[src/rtl/lp_stop_pkg.sv]
package lp_stop_pkg;

  localparam logic [1:0] MODE_STOP = 2'b01;
  localparam logic [1:0] MODE_DEEP = 2'b10;

  typedef enum logic [3:0] {
    ST_RUN,
    ST_AHB,
    ST_AXI,
    ST_SREF,
    ST_CLKSW,
    ST_PGATE,
    ST_OFF,
    ST_W_OSC,
    ST_W_PWR,
    ST_W_PLL,
    ST_RESTORE
  } seq_state_e;

  function automatic logic is_wait(seq_state_e s);
    return (s == ST_W_OSC) || (s == ST_W_PWR) || (s == ST_W_PLL);
  endfunction

  function automatic logic is_entry(seq_state_e s);
    return (s == ST_AHB) || (s == ST_AXI) || (s == ST_SREF) ||
           (s == ST_CLKSW) || (s == ST_PGATE);
  endfunction

endpackage

[src/rtl/lp_stop_cnt.sv]
module lp_stop_cnt #(
  parameter int W = 16
) (
  input  logic         clk,
  input  logic         rst_n,
  input  logic         load,
  input  logic [W-1:0] load_val,
  input  logic         dec,
  output logic         zero
);
  logic [W-1:0] cnt_q, cnt_d;
  logic         cnt_en;

  assign cnt_en = load | dec;

  always_comb begin
    if (load) cnt_d = load_val;
    else      cnt_d = cnt_q - 1'b1;
  end

  always_ff @(posedge clk or negedge rst_n) begin
    if (!rst_n)      cnt_q <= '0;
    else if (cnt_en) cnt_q <= cnt_d;
  end

  assign zero = (cnt_q == '0);
endmodule

[src/rtl/lp_stop_wake.sv]
module lp_stop_wake (
  input  logic clk,
  input  logic rst_n,
  input  logic set,
  input  logic clr,
  output logic pend
);
  logic pend_d, pend_en;

  assign pend_en = set | clr;
  assign pend_d  = set & ~clr;

  always_ff @(posedge clk or negedge rst_n) begin
    if (!rst_n)       pend <= 1'b0;
    else if (pend_en) pend <= pend_d;
  end
endmodule

[src/rtl/lp_stop_outdec.sv]
module lp_stop_outdec
  import lp_stop_pkg::*;
(
  input  seq_state_e state,
  input  logic       deep,
  input  logic       pll_used,
  output logic       ahb_req,
  output logic       axi_req,
  output logic       sref_req,
  output logic       clk_pll,
  output logic       pgate,
  output logic       pll_on,
  output logic       osc_on,
  output logic       rst_hold
);
  always_comb begin
    ahb_req  = 1'b0;
    axi_req  = 1'b0;
    sref_req = 1'b0;
    clk_pll  = 1'b0;
    pgate    = 1'b0;
    pll_on   = 1'b1;
    osc_on   = 1'b1;
    rst_hold = 1'b0;
    case (state)
      ST_RUN:     clk_pll = pll_used;
      ST_AHB:     begin ahb_req = 1'b1; clk_pll = pll_used; end
      ST_AXI:     begin ahb_req = 1'b1; axi_req = 1'b1; clk_pll = pll_used; end
      ST_SREF:    begin ahb_req = 1'b1; axi_req = 1'b1; sref_req = 1'b1;
                        clk_pll = pll_used; end
      ST_CLKSW:   begin ahb_req = 1'b1; axi_req = 1'b1; sref_req = 1'b1; end
      ST_PGATE:   begin ahb_req = 1'b1; axi_req = 1'b1; sref_req = 1'b1;
                        pgate = deep; end
      ST_OFF:     begin ahb_req = 1'b1; axi_req = 1'b1; sref_req = 1'b1;
                        pgate = deep; pll_on = 1'b0; osc_on = 1'b0; end
      ST_W_OSC:   begin ahb_req = 1'b1; axi_req = 1'b1; sref_req = 1'b1;
                        pgate = deep; pll_on = 1'b0; rst_hold = deep; end
      ST_W_PWR:   begin ahb_req = 1'b1; axi_req = 1'b1; sref_req = 1'b1;
                        pll_on = 1'b0; rst_hold = deep; end
      ST_W_PLL:   begin ahb_req = 1'b1; axi_req = 1'b1; sref_req = 1'b1;
                        rst_hold = deep; end
      ST_RESTORE: begin clk_pll = pll_used; rst_hold = deep; end
      default:    ;
    endcase
  end
endmodule

[src/rtl/lp_stop_seq.sv]
module lp_stop_seq
  import lp_stop_pkg::*;
#(
  parameter int CNT_W       = 16,
  parameter int SYNC_STAGES = 2
) (
  input  logic             clk,
  input  logic             rst_n,
  input  logic [1:0]       mode_sel,
  input  logic             wfi_i,
  input  logic             wake_i,
  input  logic             pll_in_use,
  input  logic [CNT_W-1:0] osc_wait,
  input  logic [CNT_W-1:0] pwr_wait,
  input  logic [CNT_W-1:0] lock_wait,
  output logic             ahb_drain_req,
  input  logic             ahb_drain_ack,
  output logic             axi_drain_req,
  input  logic             axi_drain_ack,
  output logic             sref_req,
  input  logic             sref_ack,
  output logic             clk_src_pll,
  output logic             pwr_gate,
  output logic             pll_en,
  output logic             osc_en,
  output logic             cpu_rst_hold
);
  localparam int SYNC_TOP = SYNC_STAGES - 1;

  // reset: asserted asynchronously, released through a short shift chain
  logic [SYNC_STAGES-1:0] sync_q;
  logic                   rst_i_n;

  always_ff @(posedge clk or negedge rst_n) begin
    if (!rst_n) sync_q <= '0;
    else        sync_q <= {sync_q[SYNC_TOP-1:0], 1'b1};
  end
  assign rst_i_n = sync_q[SYNC_TOP];

  seq_state_e       state_q, state_d;
  logic             deep_q, pll_used_q;
  logic             start, wake_go, pend, cnt_zero;
  logic             cnt_load, cnt_dec;
  logic [CNT_W-1:0] cnt_val;

  assign start   = (state_q == ST_RUN) && wfi_i &&
                   ((mode_sel == MODE_STOP) || (mode_sel == MODE_DEEP));
  assign wake_go = wake_i | pend;

  always_comb begin
    state_d = state_q;
    case (state_q)
      ST_RUN:     if (start)         state_d = ST_AHB;
      ST_AHB:     if (ahb_drain_ack) state_d = ST_AXI;
      ST_AXI:     if (axi_drain_ack) state_d = ST_SREF;
      ST_SREF:    if (sref_ack)      state_d = ST_CLKSW;
      ST_CLKSW:   state_d = deep_q ? ST_PGATE : ST_OFF;
      ST_PGATE:   state_d = ST_OFF;
      ST_OFF:     if (wake_go)       state_d = ST_W_OSC;
      ST_W_OSC:   if (cnt_zero)      state_d = deep_q ? ST_W_PWR : ST_W_PLL;
      ST_W_PWR:   if (cnt_zero)      state_d = ST_W_PLL;
      ST_W_PLL:   if (cnt_zero)      state_d = ST_RESTORE;
      ST_RESTORE: state_d = ST_RUN;
      default:    state_d = ST_RUN;
    endcase
  end

  always_ff @(posedge clk or negedge rst_i_n) begin
    if (!rst_i_n) state_q <= ST_RUN;
    else          state_q <= state_d;
  end

  always_ff @(posedge clk or negedge rst_i_n) begin
    if (!rst_i_n)   deep_q <= 1'b0;
    else if (start) deep_q <= (mode_sel == MODE_DEEP);
  end

  always_ff @(posedge clk or negedge rst_i_n) begin
    if (!rst_i_n)                pll_used_q <= 1'b0;
    else if (state_q == ST_RUN)  pll_used_q <= pll_in_use;
  end

  // stabilisation counter shared by the three wake-up waits
  assign cnt_load = (state_d != state_q) && is_wait(state_d);
  assign cnt_dec  = is_wait(state_q) && !cnt_zero;

  always_comb begin
    case (state_d)
      ST_W_OSC: cnt_val = osc_wait;
      ST_W_PWR: cnt_val = pwr_wait;
      default:  cnt_val = lock_wait;
    endcase
  end

  lp_stop_cnt #(.W(CNT_W)) u_cnt (
    .clk      (clk),
    .rst_n    (rst_i_n),
    .load     (cnt_load),
    .load_val (cnt_val),
    .dec      (cnt_dec),
    .zero     (cnt_zero)
  );

  lp_stop_wake u_wake (
    .clk   (clk),
    .rst_n (rst_i_n),
    .set   (wake_i && is_entry(state_q)),
    .clr   (state_q == ST_OFF),
    .pend  (pend)
  );

  lp_stop_outdec u_dec (
    .state    (state_q),
    .deep     (deep_q),
    .pll_used (pll_used_q),
    .ahb_req  (ahb_drain_req),
    .axi_req  (axi_drain_req),
    .sref_req (sref_req),
    .clk_pll  (clk_src_pll),
    .pgate    (pwr_gate),
    .pll_on   (pll_en),
    .osc_on   (osc_en),
    .rst_hold (cpu_rst_hold)
  );
endmodule

[config.mk]
export PLATFORM = sky130hd
export DESIGN_NAME = lp_stop_seq
export DESIGN_NICKNAME = d
export VERILOG_FILES = /design/src/rtl/lp_stop_pkg.sv /design/src/rtl/lp_stop_cnt.sv /design/src/rtl/lp_stop_wake.sv /design/src/rtl/lp_stop_outdec.sv /design/src/rtl/lp_stop_seq.sv
export SDC_FILE = /design/constraint.sdc
export NUM_CORES = 1
export LEC_CHECK = 0
export BUFFER_PORTS_ARGS = -buffer_cell sky130_fd_sc_hd__clkbuf_2
export CORE_MARGIN = 5
export CORE_UTILIZATION = 25
export CTS_CLUSTER_SIZE = 28
export DETAILED_ROUTE_END_ITERATION = 16
export GPL_TIMING_DRIVEN = 0
export HOLD_SLACK_MARGIN = 0.12
export PLACE_DENSITY_LB_ADDON = 0.25
export SETUP_SLACK_MARGIN = 0.4
export SLEW_MARGIN = 20
export SYNTH_ARGS = -nofsm -noshare
export SYNTH_HDL_FRONTEND = slang
export SYNTH_HIERARCHICAL = 1
export SYNTH_SLANG_ARGS = --single-unit
[constraint.sdc]
create_clock -name clk -period 2.54 [get_ports clk]
set_clock_uncertainty 0.05 [all_clocks]
set_input_delay 0.127 -clock clk [delete_from_list [all_inputs] [get_ports clk]]
set_output_delay 0.127 -clock clk [all_outputs]
set_load 0.01 [all_outputs]
# Word-level counts from Yosys, hierarchy flattened

Cells that the tools add are included.

$add $sub $neg: 1
Equality and inequality tests: 16
Muxes and demuxes: 21
Bitwise gates (word level): 5
Reductions and logical operators: 24

Operators with widths:

| cell                                                | count |
|---|---|
| one-hot mux 4 bit (10 select lines)                 | 1 |
| two-way mux 4 bit                                   | 8 |
| one-hot mux 16 bit (2 select lines)                 | 1 |
| == test 4 x 3 -> 1 bit (second input constant)      | 5 |
| == test 4 bit (second input constant)               | 5 |
| logical NOT 16 bit                                  | 1 |
| two-way mux 16 bit                                  | 1 |
| subtractor 16 x 1 -> 16 bit (second input constant) | 1 |
| logical OR 1 bit                                    | 9 |
| two-way mux 1 bit                                   | 9 |
| OR reduction 9 bit                                  | 1 |
| == test 4 x 2 -> 1 bit (second input constant)      | 2 |
| OR reduction 8 bit                                  | 1 |
| OR reduction 7 bit                                  | 1 |
| OR reduction 3 bit                                  | 2 |
| logical AND 1 bit                                   | 5 |
| OR reduction 5 bit                                  | 1 |
| == test 4 x 1 -> 1 bit (second input constant)      | 1 |
| logical NOT 4 bit                                   | 1 |
| inequality test 4 bit                               | 1 |
| OR reduction 4 bit                                  | 1 |
| bitwise OR 1 bit                                    | 3 |
| == test 2 x 1 -> 1 bit (second input constant)      | 1 |
| == test 2 bit (second input constant)               | 1 |
| other kinds (4)                                     | 4 |

Flip-flop bits (word level): 25
Logic and storage cells: 73

# Longest topological paths before layout

Word-level depth: 10
Gate-level depth with buffers: 18
Mapped depth without buffers: 14

# Modules after synthesis

Netlist, hierarchy kept.

By module, submodules not included:

| module         | times used | cells an instance | area an instance (µm²) | sequential area each (µm²) |
|---|---|---|---|---|
| lp_stop_cnt    | 1          | 111               | 1028.5                 | 400.4 |
| lp_stop_seq    | 1          | 107               | 917.1                  | 200.2 |
| lp_stop_outdec | 1          | 20                | 121.4                  | 0.0 |
| lp_stop_wake   | 1          | 2                 | 35.0                   | 25.0 |

# Least setup slack after synthesis

No wires, ideal clock.

Path type: reg-to-reg
Start: reg u_cnt.cnt_q[4]
End: reg u_cnt.cnt_q[8]
Setup time: 137 ps
Arrival time: 3946 ps
Data required time: 2353 ps
Setup slack: -1593 ps
Cell stages (with the launch flop): 18
Buffers on the path: 4
Cell sequence: dfrtp_1 -> or4_4 -> buf_6 -> buf_8 -> or4b_4 -> nor3_2 -> and3b_1 -> o211ai_1 -> and3_1 -> inv_1 -> o31a_1 -> o21ai_0 -> a221oi_1 -> clkbuf_1 -> clkbuf_1 -> nor2_1 -> nand4_1 -> nand3_1

Cells in the longest elaborated chain, start to end: 8

Ends and longest elaborated chain:

| item                                                    | line                                                    | source |
|---|---|---|
| start: declaration                                      | lp_stop_cnt.sv:11                                       | `logic [W-1:0] cnt_q, cnt_d;` |
| start signal: assignment                                | lp_stop_cnt.sv:23                                       | `else if (cnt_en) cnt_q <= cnt_d;` |
| logical NOT 16 bit (*)                                  | lp_stop_cnt.sv:26                                       | `assign zero = (cnt_q == '0);` |
| net cnt_zero                                            | lp_stop_seq.sv:42                                       | `logic start, wake_go, pend, cnt_zero;` |
| two-way mux 4 bit, on equally long branches             | lp_stop_seq.sv:62, lp_stop_seq.sv:60, lp_stop_seq.sv:61 |  |
| one-hot mux 4 bit (10 select lines) (*)                 | lp_stop_seq.sv:52                                       | `case (state_q)` |
| net state_d[1]                                          | lp_stop_seq.sv:40                                       | `seq_state_e state_q, state_d;` |
| == test 4 x 3 -> 1 bit or == test 4 bit (tied branches) | lp_stop_pkg.sv:21                                       | `return (s == ST_W_OSC) \|\| (s == ST_W_PWR) \|\| (s == ST_W_PLL);` |
| logical OR 1 bit (2 in series)                          | lp_stop_pkg.sv:21                                       |  |
| logical AND 1 bit (*)                                   | lp_stop_seq.sv:84                                       | `assign cnt_load = (state_d != state_q) && is_wait(state_d);` |
| net cnt_load                                            | lp_stop_seq.sv:43                                       | `logic cnt_load, cnt_dec;` |
| two-way mux 16 bit or bitwise OR 1 bit (tied branches)  | lp_stop_cnt.sv:17, lp_stop_cnt.sv:14                    |  |

Mark *: on every way through the listed nets, which the timed path passes. The rest lies on a longest branch.
A chain may end at the register's enable or synchronous reset.

# Worst setup path in the final report

Start: reg u_cnt.cnt_q[6]
End: reg u_cnt.cnt_q[13]

Same word-level chain as after synthesis.

==> impl_summary.md <==
Status
The flow ran to the end, but the final reports show violations. The checks that failed: setup timing.

GRT
The remaining global-route overflow is 0. The first global-routing pass estimated 10.8 mm of wire. The via count of the first global-routing pass is 2249. Entering global routing, the biggest net connects 24 pins. The global-route usage over all layers is 13.0%.

The initial antenna violation count is 0.

STA
The worst slew margin relative to its limit is 47.2%. The hold violation total from the final report was 0. At the pin with the least slew margin, the transition time is 0.781 ns. In the post-route analysis, the smallest setup slack over all paths is -1.36 ns. The number of failing setup endpoints in the final timing report is 20.

The shortest clock period the worst path allows after layout is 3.90 ns. The portion of the clock cycle consumed by the worst path in the final layout is 154%. Setup repair after global routing could not meet its margin everywhere. The max-slew violation count is 0. The highest clock frequency the design can meet is 256 MHz.

Die
The effective utilization at floorplan is 25.6%. The floorplan step defined a die boundary enclosing 10300 um2. The core box area is 8220 um2. During I/O placement, the number of pins put on the boundary was 66. The die is 102 um tall. The die is 102 um wide.

The cell row count is 33.

Critical path
The worst setup path is of the flip-flop to flip-flop kind. The slowest library cell on the worst path is sky130_fd_sc_hd__or4_4. The critical path's largest stage delay is 0.53 ns.

The capturing element type of the critical path is a flip-flop. The signal on the critical path passes through or4_4 > buf_6 > buf_8 > or4b_4 > nor3_4 > buf_6 > mux2_4 > a211o_1 > and3_4 > inv_4 > o31a_1 > o21ai_2 > a221oi_4 > clkbuf_8 > buf_6 > buf_6 > a221o_1. STA puts the critical path data arrival time at 4.02 ns. The worst endpoint required time is 2.66 ns.

The cell that appears most often on the critical path is sky130_fd_sc_hd__buf_6. The critical path startpoint category is a flip-flop. The maximum fanout encountered on the critical timing path is 4.

Clock tree
The longest clock path from root to sink contains 2 buffers. The root buffer cell chosen for the clock tree is sky130_fd_sc_hd__clkbuf_8. The clock input transition at the sequential cells of the worst setup and hold paths is 0.10 ns. The depth of the CTS H-tree is 1. The CTS tree is yes.

The clock drives 25 sinks. The CTS buffer count is 3. At the later pin of the worst-skew pair, clock insertion delay measures 0.27 ns.

Final layout
The post-route non-filler standard cell count is 444. Cells with a size suffix above 1 make up 46.6% of the layout. The library cells used most frequently in the layout, excluding fill and tap cells, are 65 x sky130_fd_sc_hd__clkbuf_2, 24 x sky130_fd_sc_hd__dfrtp_1, 19 x sky130_fd_sc_hd__buf_4. The post-layout net count is 400. The fill cell total of the finished layout is 844. The most common library cell in the layout ignoring fill and taps is sky130_fd_sc_hd__clkbuf_2.

The total inserted antenna cells is 0. The area growth from synthesis to layout is 47.2%.

Power and ir drop
The leakage component of the power is 1.33 nW. The highest ir drop seen on vdd is 540 uV. For this design the ratio of total power to cell area is 1360 nW/um2.

Job
The number of violations of the max-capacitance limit is 0.

Yosys
For this run, the register share of the synthesized area comes to 29.8%. The most common flop cell mapped by yosys is sky130_fd_sc_hd__dfrtp_1. In the synthesized netlist, the number of instances is 240.

After synthesis, the netlist uses 62 different library cells. After synthesis, the share of flip-flops with an asynchronous set or reset is 100%. After synthesis the cells add up to 2100 um2.

Counting flops and latches in the post-synthesis netlist gives 25. The number of synthesized flops with an enable pin is 0. The average cell area after synthesis is 8.76 um2.

The post-synthesis net count is 300. The number of synthesis warnings is 6.

Routing
The first-iteration detailed-routing DRC count is 144. The first detailed-routing pass took 4 iterations. Summed over all layers, the routed wires come to 6.68 mm. Using the TritonRoute via totals, the vias-per-cell ratio works out to 5.21. The detailed router placed 2312 vias in this run.

The number of remaining DRC errors is 0. After detailed routing, the average wire length per cell comes to 15.0 um. The remaining number of nets flagged by the antenna check after routing is 0.

Min path
The worst hold path class is input pin to flip-flop.

Placed design
During placement, the flow inserted port buffers numbering 65. The cell count after placement is 410. Routability-driven placement finished with a final weighted congestion of 0.877. Detailed placement finished with a half-perimeter wire length of 4.64 mm. At the placement stage, the worst setup path has a slack of -1.70 ns.
[cell families (layout without fill, tap and decap cells)]
kind of cell / count (synthesis) / in the layout / synth area share [%]
AND/OR/NAND/NOR: 90 / 90 / 27.0
AO/OA/AOI/OAI: 87 / 87 / 31.3
buffers and inverters: 29 / 128 / 7.38
flip-flops: 25 / 25 / 29.8
multiplexers: 4 / 4 / 2.32
adder cells (fa/ha/maj): 2 / 2 / 1.19
XOR/XNOR: 2 / 2 / 0.833
other: 1 / 1 / 0.178
[Yosys cell counts, types with 3 or more instances]
cell type                   n  share of area (%)
sky130_fd_sc_hd__nor3_1     3               0.71
sky130_fd_sc_hd__o22a_1    16                6.7
sky130_fd_sc_hd__dfrtp_1   25                 30
sky130_fd_sc_hd__or4_1      6                2.1
sky130_fd_sc_hd__and3b_1    4                1.7
sky130_fd_sc_hd__nor2_1    17                3.0
sky130_fd_sc_hd__nand2b_1   3               0.89
sky130_fd_sc_hd__o41a_1     4                2.1
sky130_fd_sc_hd__o21a_1    18                6.4
sky130_fd_sc_hd__o311ai_0   3                1.3
sky130_fd_sc_hd__nor2b_1    5                1.5
sky130_fd_sc_hd__inv_1     11                2.0
sky130_fd_sc_hd__buf_6      3                1.6
sky130_fd_sc_hd__nand2_1    9                1.6
sky130_fd_sc_hd__o21ai_0   13                3.1
sky130_fd_sc_hd__nand3b_1   6                2.1
sky130_fd_sc_hd__a21oi_1    7                1.7
sky130_fd_sc_hd__a221o_1    4                1.9
sky130_fd_sc_hd__a31oi_1    6                1.8
sky130_fd_sc_hd__mux2_2     3                1.6
sky130_fd_sc_hd__and3_1     5                1.5
sky130_fd_sc_hd__clkbuf_1   6                1.1
sky130_fd_sc_hd__nor4_1     7                2.1
sky130_fd_sc_hd__buf_2      7                1.7
sky130_fd_sc_hd__or2_2      3               0.89
sky130_fd_sc_hd__nand3_1    4               0.95
[critical path, delay by kind of cell (launching register included)]
kind,cells,cell delay (ns)
mux,1,0.13
compound gates,5,0.96
flops,1,0.40
buf+inv,7,0.82
simple gates,4,1.43
[worst paths after layout]
check	start	to	slack, ns	cells after the start
setup / recovery	u_cnt/cnt_q[6]	u_cnt/cnt_q[13]	-1.36	17
hold / removal	lock_wait[3]	u_cnt/cnt_q[3]	0.15	4
setup reg to reg	u_cnt/cnt_q[6]	u_cnt/cnt_q[13]	-1.36	17
hold reg to reg	sync_q[1]	u_cnt/cnt_q[1]	0.19	0
max in group asynchronous	rst_n	sync_q[1]	1.66	3
min in group asynchronous	sync_q[1]	u_cnt/cnt_q[1]	0.19	0
[through the flow]
step / total power (W) / utilization, % / cell area (um2) / TNS [ns] / hold WS [ns]
final: 0.00422 / 37.7 / 3090 / -21.53 / 0.146
after global routing: 0.00457 / 37.7 / 3090 / -23.66 / 0.168
after global placement: 0.00301 / 31.7 / 2600 / -26.78 / -0.135
after detailed placement: 0.00303 / 31.7 / 2600 / -27.10 / -0.133
after floorplan: 0.00250 / - / 2150 / -18.89 / -0.219
after CTS: 0.00395 / 36.2 / 2970 / -21.26 / 0.134
[sequential cells by signal (all words and copies together) (netlist names)]
name,flops
u_cnt/cnt_q,16
state_q,4
sync_q,2
deep_q,1
pll_used_q,1
u_wake/pend,1
[cell type report]
cell class	count	area (um2)	share of cell area (%)
multi-input combinational	186	1480	47.7
clock buffer	3	41.3	1.33
tap	105	131	4.25
sequential	25	627	20.3
buffer	18	166	5.38
timing repair buffer	95	597	19.3
inverter	11	51.3	1.66
clock inverter	1	5.00	0.162
[where the power goes]
group          total, W  internal, W  switching, W
Combinational   0.00317      0.00167       0.00150
Clock          0.000244     0.000110      0.000134
Sequential     0.000801     0.000582      0.000219
Total           0.00422      0.00237       0.00185
[routing by layer]
layer	track usage (%)	wire, um	up-vias
li1	-	-	1129
met1	18.3	3080	1127
met2	21.5	3200	54
met3	1.24	350	2
met4	2.66	42	0
met5	0	0	-
[what timing repair did]
item                                    CTS  global route
cloned                                    2             0
pin swaps                                 9            20
resized for setup                        38            21
setup buffers                            19             5
endpoints found under the setup margin   20            20
hold endpoints to repair                  4             0
hold buffers                              4             0
Note: power is estimated with default switching activity, not from simulation.
